==> config.mk <==
export PLATFORM = sky130hd
export DESIGN_NAME = excl_store_half
export DESIGN_NICKNAME = d
export VERILOG_FILES = /design/src/rtl/excl_store_half.sv
export SDC_FILE = /design/constraint.sdc
export NUM_CORES = 1
export LEC_CHECK = 0
export BUFFER_PORTS_ARGS = -buffer_cell sky130_fd_sc_hd__buf_2
export CORE_MARGIN = 1.5
export CORE_UTILIZATION = 25
export CTS_BUF_LIST = sky130_fd_sc_hd__clkbuf_16
export DETAILED_ROUTE_END_ITERATION = 6
export PLACE_DENSITY = 0.58
export SYNTH_ARGS = -nofsm -noshare
export SYNTH_HDL_FRONTEND = slang
export SYNTH_SLANG_ARGS = --single-unit
==> constraint.sdc <==
create_clock -name clk -period 4.61 [get_ports clk]
set_clock_uncertainty 0.15 [all_clocks]
set_input_delay 0.6915 -clock clk [delete_from_list [all_inputs] [get_ports clk]]
set_output_delay 0.6915 -clock clk [all_outputs]
set_load 0.1 [all_outputs]
==> src/rtl/excl_store_half.sv <==
module excl_store_half #(
  parameter int          AW            = 64,
  parameter int          DW            = 16,
  parameter int          SP_ALIGN      = 16,
  parameter int          DATA_OVL_MODE = 0,
  parameter int          BASE_OVL_MODE = 0,
  parameter bit          FAULT_ON_FAIL = 1'b0,
  parameter logic [15:0] ARB_DATA      = 16'h0000,
  parameter logic [63:0] ARB_ADDR      = 64'h0
) (
  input  logic          clk,
  input  logic          rst_n,
  input  logic          insn_valid,
  input  logic [31:0]   insn,
  input  logic [AW-1:0] sp_value,
  output logic [4:0]    rf_base_idx,
  input  logic [AW-1:0] rf_base_data,
  output logic [4:0]    rf_data_idx,
  input  logic [AW-1:0] rf_data_data,
  input  logic          ld_excl_valid,
  input  logic [AW-1:0] ld_excl_addr,
  output logic          mem_wr_valid,
  output logic [AW-1:0] mem_wr_addr,
  output logic [DW-1:0] mem_wr_data,
  output logic [1:0]    mem_wr_be,
  output logic          rf_wr_valid,
  output logic [4:0]    rf_wr_idx,
  output logic [31:0]   rf_wr_data,
  output logic          align_fault,
  output logic          sp_align_fault,
  output logic          undef_insn
);
  localparam int SP_LSB = $clog2(SP_ALIGN);
  localparam int M_SUB = 0, M_UNDEF = 1, M_NOP = 2;

  logic [4:0] rs, rn, rt;
  assign rs = insn[20:16];
  assign rn = insn[9:5];
  assign rt = insn[4:0];
  assign rf_base_idx = rn;
  assign rf_data_idx = rt;

  logic hit;
  assign hit = insn_valid && insn[31:21] == 11'b01001000000 && !insn[15] && insn[14:10] == 5'h1f;

  logic d_ovl, b_ovl, d_undef, d_nop, b_undef, b_nop, is_undef, is_nop, exec;
  assign d_ovl   = rs == rt;
  assign b_ovl   = rs == rn && rn != 5'd31;
  assign d_undef = d_ovl && DATA_OVL_MODE == M_UNDEF;
  assign d_nop   = d_ovl && DATA_OVL_MODE == M_NOP;
  assign b_undef = !d_undef && !d_nop && b_ovl && BASE_OVL_MODE == M_UNDEF;
  assign b_nop   = !d_undef && !d_nop && b_ovl && BASE_OVL_MODE == M_NOP;
  assign is_undef = d_undef || b_undef;
  assign is_nop   = d_nop || b_nop;
  assign exec     = hit && !is_undef && !is_nop;

  logic [AW-1:0] addr;
  logic [DW-1:0] data;
  assign addr = (rn == 5'd31) ? sp_value : (b_ovl ? ARB_ADDR[AW-1:0] : rf_base_data);
  assign data = d_ovl ? ARB_DATA[DW-1:0] : rf_data_data[DW-1:0];

  logic          mon_v;
  logic [AW-1:0] mon_tag;

  logic sp_bad, pass, misal, fault_al, do_status, do_store;
  assign sp_bad    = rn == 5'd31 && |sp_value[SP_LSB-1:0];
  assign pass      = mon_v && mon_tag[AW-1:1] == addr[AW-1:1];
  assign misal     = addr[0];
  assign fault_al  = exec && !sp_bad && misal && (pass || FAULT_ON_FAIL);
  assign do_status = exec && !sp_bad && !fault_al;
  assign do_store  = do_status && pass;

  always_ff @(posedge clk) begin
    if (!rst_n) begin
      mon_v   <= 1'b0;
      mon_tag <= '0;
    end else if (ld_excl_valid) begin
      mon_v   <= 1'b1;
      mon_tag <= ld_excl_addr;
    end else if (exec) begin
      mon_v   <= 1'b0;
    end
  end

  always_ff @(posedge clk) begin
    if (!rst_n) begin
      mem_wr_valid   <= 1'b0;
      rf_wr_valid    <= 1'b0;
      align_fault    <= 1'b0;
      sp_align_fault <= 1'b0;
      undef_insn     <= 1'b0;
      mem_wr_addr    <= '0;
      mem_wr_data    <= '0;
      rf_wr_idx      <= '0;
      rf_wr_data     <= '0;
    end else begin
      mem_wr_valid   <= do_store;
      rf_wr_valid    <= do_status;
      align_fault    <= fault_al;
      sp_align_fault <= exec && sp_bad;
      undef_insn     <= hit && is_undef;
      if (do_store) begin
        mem_wr_addr <= addr;
        mem_wr_data <= data;
      end
      if (do_status) begin
        rf_wr_idx  <= rs;
        rf_wr_data <= {31'd0, !pass};
      end
    end
  end

  assign mem_wr_be = 2'b11;
endmodule

Yosys cells after proc, flatten, opt, wreduce, memory -nomap -nowiden
Index checks and enable logic that the tools add are counted.
{"block": "classes", "eq_ne": 7, "muxes": 5, "reduce_logical": 18}
{"cell": "two-way mux 64 bit", "n": 2}
{"cell": "== test 63 bit", "n": 1}
{"cell": "two-way mux 16 bit", "n": 1}
{"cell": "logical AND 1 bit", "n": 12}
{"cell": "== test 11 x 10 -> 1 bit, second input constant", "n": 1}
{"cell": "== test 5 bit", "n": 2}
{"cell": "== test 5 bit, second input constant", "n": 2}
{"cell": "!= test 5 bit, second input constant", "n": 1}
{"cell": "zero test 1 bit", "n": 4}
{"cell": "OR reduction 4 bit", "n": 1}
{"cell": "two-way mux 1 bit", "n": 2}
{"cell": "nonzero test 2 bit", "n": 1}
{"block": "totals", "register_bits": 155, "in_bits": 292, "output_inout_bits": 134, "elab_cells": 40}

Longest topological paths before layout
Gate-level depths: netlist of the first run.
{"block": "logic_depth", "ltp_word": 10, "mapped_depth": 15, "mapped_depth_nobuf": 9}

Worst setup path before layout of the first run
No wires, ideal clock.
{"block": "synth_path", "path_type": "input to register", "startpoint": "in insn[7]", "endpoint": "reg mem_wr_addr[40]", "t_arrival_ns": 3.239, "slack_ns": 1.104, "stages": 11, "path_cell_list": "buf_6 -> xnor2_2 -> nand3_2 -> o211ai_1 -> a21oi_1 -> or4_4 -> nor4_4 -> nand4_2 -> buf_2 -> or4_1 -> o211a_1"}
{"block": "synth_between", "elab_chain_len": 10, "word_cells_on_any_way": 16, "classes_between": "4 x eq/ne; 2 x mux; 10 x reduce/logical"}
{"element": "from (decl)", "line_no": "14", "rtl": "input logic [31:0] insn,"}
{"element": "== test 5 bit / != test 5 bit (equally long branches)", "line_no": "48", "rtl": "assign b_ovl = rs == rn && rn != 5'd31;"}
{"element": "logical AND 1 bit", "line_no": "48"}
{"element": "two-way mux 64 bit (2 in a row)", "line_no": "59", "rtl": "assign addr = (rn == 5'd31) ? sp_value : (b_ovl ? ARB_ADDR[AW-1:0] : rf_base_data);"}
{"element": "== test 63 bit", "line_no": "67", "rtl": "assign pass = mon_v && mon_tag[AW-1:1] == addr[AW-1:1];"}
{"element": "logical AND 1 bit", "line_no": "67"}
{"element": "logical AND 1 bit", "line_no": "69", "rtl": "assign fault_al = exec && !sp_bad && misal && (pass || FAULT_ON_FAIL);"}
{"element": "zero test 1 bit", "line_no": "70", "rtl": "assign do_status = exec && !sp_bad && !fault_al;"}
{"element": "logical AND 1 bit", "line_no": "70"}
{"element": "logical AND 1 bit", "line_no": "71", "rtl": "assign do_store = do_status && pass;"}
{"element": "to (signal assigned)", "line_no": "103", "rtl": "mem_wr_addr <= addr;"}
{"element": "to (decl)", "line_no": "23", "rtl": "output logic [AW-1:0] mem_wr_addr,"}
Several ways; a longest one is shown, not always the timed one.
A chain may end at the register's enable or synchronous reset.

Worst setup path in the final report of the first run
{"block": "layout_path", "startpoint": "in insn[9]", "endpoint": "reg mem_wr_addr[59]"}
The elaborated chain is that of the path after synthesis.

==> report_table.html, run 1 <==
<table>
<tr><th>Metric</th><th>Value</th></tr>
<tr><th colspan="2">Setup path</th></tr>
<tr><td>Critical path peak fanout</td><td>28</td></tr>
<tr><td>Critical register-to-register path startpoint</td><td>mon_tag[8]</td></tr>
<tr><td>Number of cell instances on the worst register-to-register path</td><td>10</td></tr>
<tr><td>Worst path arrival time</td><td>4.14 ns</td></tr>
<tr><td>Required time worst endpoint</td><td>4.79 ns</td></tr>
<tr><td>WS Path Type</td><td>in2reg</td></tr>
<tr><td>Worst-path cell with the longest stage delay</td><td>a21oi_4</td></tr>
<tr><td>Most repeated library cell on the critical path</td><td>buf_4</td></tr>
<tr><td>Largest stage delay on the critical path</td><td>0.49 ns</td></tr>
<tr><td>Setup crit start kind</td><td>input port</td></tr>
<tr><td>Endpoint type of the worst setup path</td><td>flip-flop</td></tr>
<tr><td>Cells traversed along the worst timing path</td><td>buf_2 &gt; xnor2_1 &gt; and2_1 &gt; a21oi_4 &gt; buf_4 &gt; a221o_1 &gt; o211ai_1 &gt; nor4_4 &gt; nand4_4 &gt; buf_4 &gt; o31a_1 &gt; o21a_1</td></tr>
<tr><td>Endpoint of the most critical register-to-register path</td><td>mem_wr_addr[39]</td></tr>
<tr><td>Slack of the worst reg-to-reg path</td><td>1.14 ns</td></tr>
<tr><th colspan="2">Floorplan</th></tr>
<tr><td>Effective utilization at floorplan</td><td>25.35%</td></tr>
<tr><td>Standard-cell row count</td><td>71</td></tr>
<tr><td>Core box area</td><td>37,670 um^2</td></tr>
<tr><td>Die span in y</td><td>198.4 um</td></tr>
<tr><td>Die extent in x</td><td>198.4 um</td></tr>
<tr><td>Number of top-level design ports</td><td>426</td></tr>
<tr><td>Die ar.</td><td>39,370 um^2</td></tr>
<tr><th colspan="2">Global routing</th></tr>
<tr><td>First-pass GRT wire length</td><td>61,980 um</td></tr>
<tr><td>Global-route total usage across every layer</td><td>21.74%</td></tr>
<tr><td>Antenna violations before repair</td><td>9</td></tr>
<tr><td>Number of global-route vias before repair</td><td>9,577</td></tr>
<tr><td>Aggregate global routing overflow</td><td>0</td></tr>
<tr><td>Largest net degree at the start of global routing</td><td>65</td></tr>
<tr><th colspan="2">Layout</th></tr>
<tr><td>Filler cell count</td><td>4,106</td></tr>
<tr><td>Fraction of final layout cells sized beyond drive strength 1</td><td>31.63%</td></tr>
<tr><td>Register area</td><td>3083 um^2</td></tr>
<tr><td>Final standard cell utilization of the core</td><td>32.87%</td></tr>
<tr><td>Synthesis-to-layout area growth</td><td>29.67%</td></tr>
<tr><td>Final non-filler cell total</td><td>1,945</td></tr>
<tr><td>Total Nets Final</td><td>1,708</td></tr>
<tr><td>Multi-input logic area</td><td>5783 um^2</td></tr>
<tr><th colspan="2">Placed design</th></tr>
<tr><td>Port bufs</td><td>342</td></tr>
<tr><td>Setup WS pre-CTS</td><td>0.2381 ns</td></tr>
<tr><td>Placer Congestion</td><td>0.9225</td></tr>
<tr><td>Number of placed cells counting well taps</td><td>1,908</td></tr>
<tr><td>Detailed Place HPWL</td><td>34,820 um</td></tr>
<tr><th colspan="2">Timing</th></tr>
<tr><td>Pins over their slew limit</td><td>0</td></tr>
<tr><td>Upper clock frequency limit</td><td>0.2523 GHz</td></tr>
<tr><td>Total negative slack for setup checks</td><td>0 ns</td></tr>
<tr><td>Fin crit period</td><td>3.964 ns</td></tr>
<tr><td>Finish-stage setup viols</td><td>0</td></tr>
<tr><td>Setup repair after global routing missed its margin</td><td>no</td></tr>
<tr><td>Max-Slew Margin vs Limit</td><td>39.77%</td></tr>
<tr><td>Endpoints failing hold</td><td>0</td></tr>
<tr><td>Slew @ Worst Pin</td><td>0.9035 ns</td></tr>
<tr><td>Least setup slack across all paths after layout</td><td>0.6459 ns</td></tr>
<tr><td>Portion of the clock cycle consumed by the worst path in the final layout</td><td>85.99%</td></tr>
<tr><th colspan="2">Logic synthesis</th></tr>
<tr><td>Total standard cell area after synthesis</td><td>9548 um^2</td></tr>
<tr><td>FFs w/ async S/R, synth</td><td>0%</td></tr>
<tr><td>Fraction of the yosys area taken by sequential cells</td><td>32.29%</td></tr>
<tr><td>Count of flip-flops with a built-in enable after synthesis</td><td>0</td></tr>
<tr><td>Synth top area share</td><td>32.29%</td></tr>
<tr><td>Area contributors post-synth</td><td>dfxtp_1 (32%), mux2i_1 (10%), nor2b_1 (5.7%), buf_4 (4.2%), nand4_1 (3.4%)</td></tr>
<tr><td>Synthesized instance count</td><td>1,110</td></tr>
<tr><td>Most instantiated library cell after synthesis</td><td>dfxtp_1</td></tr>
<tr><td>Yosys synthesis warning count</td><td>0</td></tr>
<tr><td>Synth cell count leaders</td><td>dfxtp_1 (154), mux2i_1 (95), nor2b_1 (87), nand2_1 (75), buf_4 (53)</td></tr>
<tr><td>Number of distinct library cells after synthesis</td><td>70</td></tr>
<tr><td>Syn avg cell area</td><td>8.602 um^2</td></tr>
<tr><td>Top FF cell, synth</td><td>dfxtp_1</td></tr>
<tr><td>Yosys reg bits</td><td>154</td></tr>
<tr><td>Cell type contributing the most total cell area after synthesis</td><td>dfxtp_1</td></tr>
<tr><th colspan="2">Clock tree</th></tr>
<tr><td>Number of setup buffers added after CTS</td><td>0</td></tr>
<tr><td>CTS Hold Buffers Added</td><td>0</td></tr>
<tr><td>Clk slew on worst S/H paths</td><td>0.06 ns</td></tr>
<tr><td>CTS tree</td><td>built</td></tr>
<tr><td>CTS H-tree lvls</td><td>4</td></tr>
<tr><td>Number of clock sinks seen by CTS</td><td>154</td></tr>
<tr><td>Root Buffer</td><td>clkbuf_16</td></tr>
<tr><td>Maximum clock path buffer count</td><td>2</td></tr>
<tr><td>Gates resized, CTS repair</td><td>0</td></tr>
<tr><td>Worst skew pair latency</td><td>0.45 ns</td></tr>
<tr><td>Total clock buffers created by CTS</td><td>17</td></tr>
<tr><th colspan="2">Worst hold path</th></tr>
<tr><td>Number of cells on the worst hold path</td><td>2</td></tr>
<tr><td>Worst hold path type</td><td>reg2reg</td></tr>
<tr><td>Worst Min Path Start</td><td>mem_wr_addr[0]</td></tr>
<tr><td>Worst Hold Endpoint</td><td>mem_wr_addr[0]</td></tr>
<tr><th colspan="2">Flow run</th></tr>
<tr><td>Max cap viols</td><td>0</td></tr>
<tr><th colspan="2">Power</th></tr>
<tr><td>Static leakage power</td><td>5.458 nW</td></tr>
<tr><td>Worst vdd ir</td><td>0.2227 mV</td></tr>
<tr><td>Cell Pwr Density</td><td>286.5 nW/um^2</td></tr>
<tr><td>Total Power Consumption</td><td>0.003547 W</td></tr>
<tr><th colspan="2">Detailed routing</th></tr>
<tr><td>Iteration-0 DRC Markers</td><td>911</td></tr>
<tr><td>Via count of the routed design</td><td>10,040</td></tr>
<tr><td>Number of nets with antenna violations after routing</td><td>0</td></tr>
<tr><td>Number of remaining DRC errors</td><td>0</td></tr>
<tr><td>Final Routed Wirelength</td><td>43,620 um</td></tr>
<tr><td>Routed length per placed instance</td><td>22.42 um</td></tr>
<tr><td>Number of search-and-repair iterations in the first detailed-routing pass</td><td>7</td></tr>
<tr><td>Via density</td><td>5.163</td></tr>
<tr><th colspan="2">Status</th></tr>
<tr><td>Outcome</td><td>finished clean</td></tr>
</table>
-- critical path: cells and delay by family --
kind / cells / cell delay (ns)
AOI/OAI and AO/OA: 5 / 1.45
xor gates and xnor gates: 1 / 0.14
buffers and inverters: 3 / 0.83
and+or+nand+nor: 3 / 1.00
-- stage by stage --
step | hold slack (ns) | cell area, um^2
after detailed placement | 0.2841 | 11790
after global placement | 0.2665 | 11790
after global routing | 0.3149 | 12370
after floorplan | 0.3326 | 9668
after CTS | 0.2999 | 12370
final | 0.2963 | 12380
-- state kept, by name, indices dropped and copies added (netlist names) --
register / flops
mem_wr_addr: 64
mon_tag: 63
mem_wr_data: 16
rf_wr_idx: 5
align_fault: 1
mem_wr_valid: 1
mon_v: 1
rf_wr_data: 1
rf_wr_valid: 1
sp_align_fault: 1
-- final cells by class --
cell class / count / share of cell area (%)
multi-input cells: 829 / 46.71
flip-flops and latches: 154 / 24.90
repair buffers: 395 / 17.89
well taps: 511 / 5.164
clock buffers: 17 / 3.436
clock inverters: 15 / 1.223
inverters: 19 / 0.5760
diodes: 5 / 0.1011
-- kinds of logic (layout without fill, tap and decap cells) --
family,Yosys count,after routing,share of synthesized area [%]
AO/OA/AOI/OAI,299,299,23.84
XOR/XNOR,21,21,2.005
buffers and inverters,159,446,8.806
flip-flops,154,154,32.29
multiplexers,97,97,10.20
other,2,39,0.07866
AND/OR/NAND/NOR,378,378,22.79
-- report_power, final --
group	switching [W]	internal, W	leakage (nW)	total (W)
registers	0.0000370	0.00136	1.25	0.00140
logic	0.000481	0.000245	3.92	0.000726
clock network	0.000624	0.000797	0.281	0.00142
-- metal layers --
metal	GRT usage, %	vias up	routed length, um
li1	-	4710	-
met1	26.33	4838	17920
met2	38.14	437	21730
met3	5.205	51	3153
met4	6.089	6	765
met5	0	-	39
-- placed cells by master (no fill, tap or decap), types with 11 or more instances in the layout --
master | synthesis | layout
o21a_1 | 24 | 24
nand2_1 | 75 | 75
nor4_1 | 32 | 32
nor3_1 | 12 | 11
o221ai_1 | 11 | 11
clkbuf_16 | 0 | 17
mux2i_1 | 95 | 95
a21oi_1 | 26 | 26
inv_1 | 18 | 18
o211a_1 | 13 | 13
buf_4 | 53 | 47
dfxtp_1 | 154 | 154
nor2b_1 | 87 | 87
o31ai_1 | 32 | 32
xnor2_1 | 13 | 13
conb_1 | 2 | 34
a21o_1 | 11 | 11
buf_2 | 24 | 340
a21boi_0 | 38 | 38
o31a_1 | 25 | 25
nand4_1 | 52 | 52
nor2_1 | 22 | 22
o21ai_0 | 28 | 28
o211ai_1 | 21 | 21
nand3_1 | 33 | 31
-- how the worst max path moves through the flow --
stage | start | endpoint | slack (ns) | cells past startpoint
global route | insn[17] | mem_wr_addr[59] | 0.47 | 12
global placement | insn[5] | mem_wr_addr[42] | 0.29 | 13
finish | insn[9] | mem_wr_addr[59] | 0.65 | 12
detailed placement | insn[9] | mem_wr_addr[59] | 0.24 | 12
CTS | insn[9] | mem_wr_addr[59] | 0.71 | 12
floorplan | insn[7] | mem_wr_addr[40] | 1.10 | 11
No activity file was read; power rests on OpenSTA's default activity.
==> inputs of run 2 (changes only) <==
- CORE_MARGIN: 1.5 -> 3
- GPL_ROUTABILITY_DRIVEN: default -> 0
- RECOVER_POWER: default -> 100
==> run 2 against run 1 <==
The flow now finishes with violations (max-capacitance violations, max-slew violations). Non-clock buffer count decreased by 7. Sequential power about the same. Setup slack lost 0.17 ns. Sequential share of layout area rose by 0.50 points. Highest routed layer unchanged. Cell area fell by 2.0%.
==> report_table.html, run 2 (synthesized netlist as in run 1, its figures left out) <==
<table>
<tr><th>Metric</th><th>Value</th></tr>
<tr><th colspan="2">Status</th></tr>
<tr><td>Outcome</td><td>finished with violations</td></tr>
<tr><td>Failing checks</td><td>max-capacitance violations, max-slew violations</td></tr>
<tr><th colspan="2">Power</th></tr>
<tr><td>Switching share of power</td><td>32.12% (-0.047 points)</td></tr>
<tr><td>Internal Power</td><td>0.002394 W (-0.48%)</td></tr>
<tr><td>Cell Pwr Density</td><td>290.7 nW/um^2 (+1.4%)</td></tr>
<tr><td>Static leakage power</td><td>4.981 nW (-8.8%)</td></tr>
<tr><td>Sequential cell fraction of total power</td><td>39.7% (+0.2 points)</td></tr>
<tr><td>Reported net switching power</td><td>0.001133 W (-0.69%)</td></tr>
<tr><td>Share of power burned in the clock network</td><td>40.0% (about the same)</td></tr>
<tr><td>Worst vdd ir</td><td>0.2496 mV (+12%)</td></tr>
<tr><td>Part of the power in combinational logic</td><td>20.3% (-0.2 points)</td></tr>
<tr><td>Total Power Consumption</td><td>0.003528 W (-0.55%)</td></tr>
<tr><th colspan="2">Floorplan</th></tr>
<tr><td>Die ar.</td><td>40,570 um^2 (+3.0%)</td></tr>
<tr><td>Effective utilization at floorplan</td><td>25.71% (+0.36 points)</td></tr>
<tr><td>Core box area</td><td>37,140 um^2 (-1.4%)</td></tr>
<tr><td>Die extent in x</td><td>201.4 um (+1.5%)</td></tr>
<tr><td>Standard-cell row count</td><td>70 (-1.4%)</td></tr>
<tr><td>Die span in y</td><td>201.4 um (+1.5%)</td></tr>
<tr><td>Number of top-level design ports</td><td>426 (unchanged)</td></tr>
<tr><th colspan="2">Detailed routing</th></tr>
<tr><td>Final Routed Wirelength</td><td>44,720 um (+2.5%)</td></tr>
<tr><td>Number of nets with antenna violations after routing</td><td>0 (unchanged)</td></tr>
<tr><td>Via density</td><td>5.261 (+1.9%)</td></tr>
<tr><td>Length of routed met3 wiring</td><td>3884 um (+23%)</td></tr>
<tr><td>Top layer in use</td><td>met5</td></tr>
<tr><td>Wire length on met1</td><td>17,540 um (-2.1%)</td></tr>
<tr><td>Routed met2 length</td><td>22,550 um (+3.7%)</td></tr>
<tr><td>Via count of the routed design</td><td>10,140 (+0.95%)</td></tr>
<tr><td>Iteration-0 DRC Markers</td><td>860 (-5.6%)</td></tr>
<tr><td>Routed length per placed instance</td><td>23.21 um (+3.5%)</td></tr>
<tr><td>Number of remaining DRC errors</td><td>0 (unchanged)</td></tr>
<tr><td>Number of search-and-repair iterations in the first detailed-routing pass</td><td>6 (-1)</td></tr>
<tr><th colspan="2">Worst hold path</th></tr>
<tr><td>Worst Hold Endpoint</td><td>mem_wr_addr[0]</td></tr>
<tr><td>Worst hold path type</td><td>reg2reg</td></tr>
<tr><td>Number of cells on the worst hold path</td><td>2 (unchanged)</td></tr>
<tr><td>Worst Min Path Start</td><td>mem_wr_addr[0]</td></tr>
<tr><th colspan="2">Layout</th></tr>
<tr><td>Max reg flops</td><td>64 (unchanged)</td></tr>
<tr><td>Register area</td><td>3083 um^2 (unchanged)</td></tr>
<tr><td>Synthesis-to-layout area growth</td><td>27.11%</td></tr>
<tr><td>Filler cell count</td><td>4,037 (-1.7%)</td></tr>
<tr><td>Multi-input logic area</td><td>5772 um^2 (-0.19%)</td></tr>
<tr><td>Leading cell type in the layout, fill and taps excluded</td><td>buf_2</td></tr>
<tr><td>Largest register by flop count</td><td>mem_wr_addr</td></tr>
<tr><td>Regs by FF count</td><td>mem_wr_addr: 64 flops, mon_tag: 63 flops, mem_wr_data: 16 flops</td></tr>
<tr><td>Most used cells in the layout excluding fill and tap cells</td><td>buf_2 (239), dfxtp_1 (154), clkbuf_1 (105)</td></tr>
<tr><td>Total Nets Final</td><td>1,701 (-0.41%)</td></tr>
<tr><td>Fraction of final layout cells sized beyond drive strength 1</td><td>23.50% (-8.1 points)</td></tr>
<tr><td>Final non-filler cell total</td><td>1,927 (-0.93%)</td></tr>
<tr><th colspan="2">Timing</th></tr>
<tr><td>Fin crit period</td><td>4.135 ns (+0.1712 ns)</td></tr>
<tr><td>Total negative slack for setup checks</td><td>0 ns (unchanged)</td></tr>
<tr><td>Endpoints failing hold</td><td>0 (unchanged)</td></tr>
<tr><td>Max-Slew Margin vs Limit</td><td>-24.81% (-65 points)</td></tr>
<tr><td>Pins over their slew limit</td><td>54 (+54)</td></tr>
<tr><td>Setup repair after global routing missed its margin</td><td>no</td></tr>
<tr><td>Finish-stage setup viols</td><td>0 (unchanged)</td></tr>
<tr><td>Portion of the clock cycle consumed by the worst path in the final layout</td><td>89.70% (+3.7 points)</td></tr>
<tr><td>Slew @ Worst Pin</td><td>1.872 ns (+0.9687 ns)</td></tr>
<tr><td>Upper clock frequency limit</td><td>0.2418 GHz (-4.1%)</td></tr>
<tr><th colspan="2">Setup path</th></tr>
<tr><td>Number of cell instances on the worst register-to-register path</td><td>11 (+1)</td></tr>
<tr><td>Worst Path Buf+Inv</td><td>4 (+1)</td></tr>
<tr><td>Endpoint of the most critical register-to-register path</td><td>mem_wr_addr[38]</td></tr>
<tr><td>Critical register-to-register path startpoint</td><td>mon_tag[2]</td></tr>
<tr><td>Slack of the worst reg-to-reg path</td><td>0.87 ns (-0.27 ns)</td></tr>
<tr><td>Critical path peak fanout</td><td>24 (-14%)</td></tr>
<tr><td>WS Path Type</td><td>in2reg</td></tr>
<tr><td>Required time worst endpoint</td><td>4.83 ns (+0.04 ns)</td></tr>
<tr><td>Setup crit start kind</td><td>input port</td></tr>
<tr><td>Cells traversed along the worst timing path</td><td>clkbuf_1 &gt; xnor2_1 &gt; nand3_1 &gt; nor3_2 &gt; buf_4 &gt; or3_1 &gt; o211ai_1 &gt; nor4_4 &gt; nand4_4 &gt; buf_4 &gt; nor3_2 &gt; clkbuf_1 &gt; mux2i_1</td></tr>
<tr><td>Worst-path cell with the longest stage delay</td><td>nor3_2</td></tr>
<tr><td>Largest stage delay on the critical path</td><td>0.78 ns (+0.29 ns)</td></tr>
<tr><td>Crit path max-delay family</td><td>simple AND/OR/NAND/NOR gates</td></tr>
<tr><td>Endpoint type of the worst setup path</td><td>flip-flop</td></tr>
<tr><td>Worst path arrival time</td><td>4.36 ns (+0.22 ns)</td></tr>
<tr><th colspan="2">Flow run</th></tr>
<tr><td>Max cap viols</td><td>1 (+1)</td></tr>
<tr><th colspan="2">Clock tree</th></tr>
<tr><td>Clk slew on worst S/H paths</td><td>0.06 ns (about the same)</td></tr>
<tr><td>CTS H-tree lvls</td><td>4 (unchanged)</td></tr>
<tr><td>CTS tree</td><td>built</td></tr>
<tr><td>Worst skew pair latency</td><td>0.45 ns (about the same)</td></tr>
<tr><td>Total clock buffers created by CTS</td><td>17 (unchanged)</td></tr>
<tr><td>Root Buffer</td><td>clkbuf_16</td></tr>
<tr><td>CTS Hold Buffers Added</td><td>0 (unchanged)</td></tr>
<tr><td>Number of setup buffers added after CTS</td><td>0 (unchanged)</td></tr>
<tr><td>Maximum clock path buffer count</td><td>2 (unchanged)</td></tr>
<tr><td>Gates resized, CTS repair</td><td>0 (unchanged)</td></tr>
<tr><td>Number of clock sinks seen by CTS</td><td>154 (unchanged)</td></tr>
<tr><th colspan="2">Global routing</th></tr>
<tr><td>Antenna violations before repair</td><td>13 (+4)</td></tr>
<tr><td>Global-route total usage across every layer</td><td>21.20% (-0.54 points)</td></tr>
<tr><td>First-pass GRT wire length</td><td>64,300 um (+3.7%)</td></tr>
<tr><td>Largest net degree at the start of global routing</td><td>81 (+25%)</td></tr>
<tr><td>Number of global-route vias before repair</td><td>9,694 (+1.2%)</td></tr>
<tr><td>Aggregate global routing overflow</td><td>0 (unchanged)</td></tr>
<tr><th colspan="2">Placed design</th></tr>
<tr><td>Port bufs</td><td>342 (unchanged)</td></tr>
<tr><td>Detailed Place HPWL</td><td>35,340 um (+1.5%)</td></tr>
<tr><td>Number of placed cells counting well taps</td><td>1,894 (-0.73%)</td></tr>
</table>
[run 2: cell count changes in the layout (fill, tap and decap cells not counted), moves of 2 or more]
cell | before | now
clkbuf_1 | 0 | 105
buf_2 | 340 | 239
buf_4 | 47 | 35
clkinv_4 | 4 | 1
diode_2 | 5 | 2
clkinv_1 | 1 | 3
[run 2: layer usage]
metal / track usage, % / vias to the layer above
li1: - / 4708
met1: 25.82 / 4884
met2: 37.71 / 478
met3: 5.436 / 49
met4: 4.535 / 18
met5: 0 / -
[run 2: final cells by class]
type	instances	share of cell area [%]
timing repair buffer	388	16.63
sequential	154	25.40
clock buffer	17	3.505
antenna	2	0.04124
multi-input combinational	829	47.56
clock inverter	14	1.082
inverter	19	0.5876
tap	504	5.196
[run 2: power groups by stage]
stage | combinational (W) | sequential [W] | clock (W)
CTS | 0.000710 | 0.00140 | 0.00144
detailed placement | 0.000707 | 0.00143 | 0
floorplan | 0.000482 | 0.00141 | 0
global placement | 0.000702 | 0.00143 | 0
global route | 0.000762 | 0.00140 | 0.00149
finish | 0.000716 | 0.00140 | 0.00141
[run 2: worst max path at each step]
stage / startpoint / to / slack (ns) / cells past startpoint
after global routing: insn[19] / mem_wr_data[8] / 0.28 / 13
after floorplan: insn[7] / mem_wr_addr[40] / 1.10 / 11
after CTS: insn[17] / mem_wr_data[1] / 0.65 / 13
after detailed placement: insn[17] / mem_wr_data[10] / 0.20 / 13
after global placement: insn[17] / mem_wr_data[10] / 0.27 / 13
final: insn[19] / mem_wr_data[15] / 0.47 / 13
[run 2: metrics by stage]
step	instance area (um^2)	setup WS (ns)	utilization [%]	hold slack, ns
3_5_place_dp	11730	0.2025	31.59	0.2750
3_3_place_gp	11730	0.2736	31.59	0.2660
2_1_floorplan	9668	1.104	-	0.3326
5_1_grt	12140	0.2788	32.68	0.2986
4_1_cts	12290	0.6466	33.09	0.2892
6_report	12140	0.4747	32.68	0.2905
[run 2: worst reg2reg max path, delay by kind of cell, from the launching register on]
family | cells | cell delay [ns]
simple gates | 6 | 1.38
buf+inv | 2 | 0.54
flops | 1 | 0.40
compound gates | 3 | 1.23
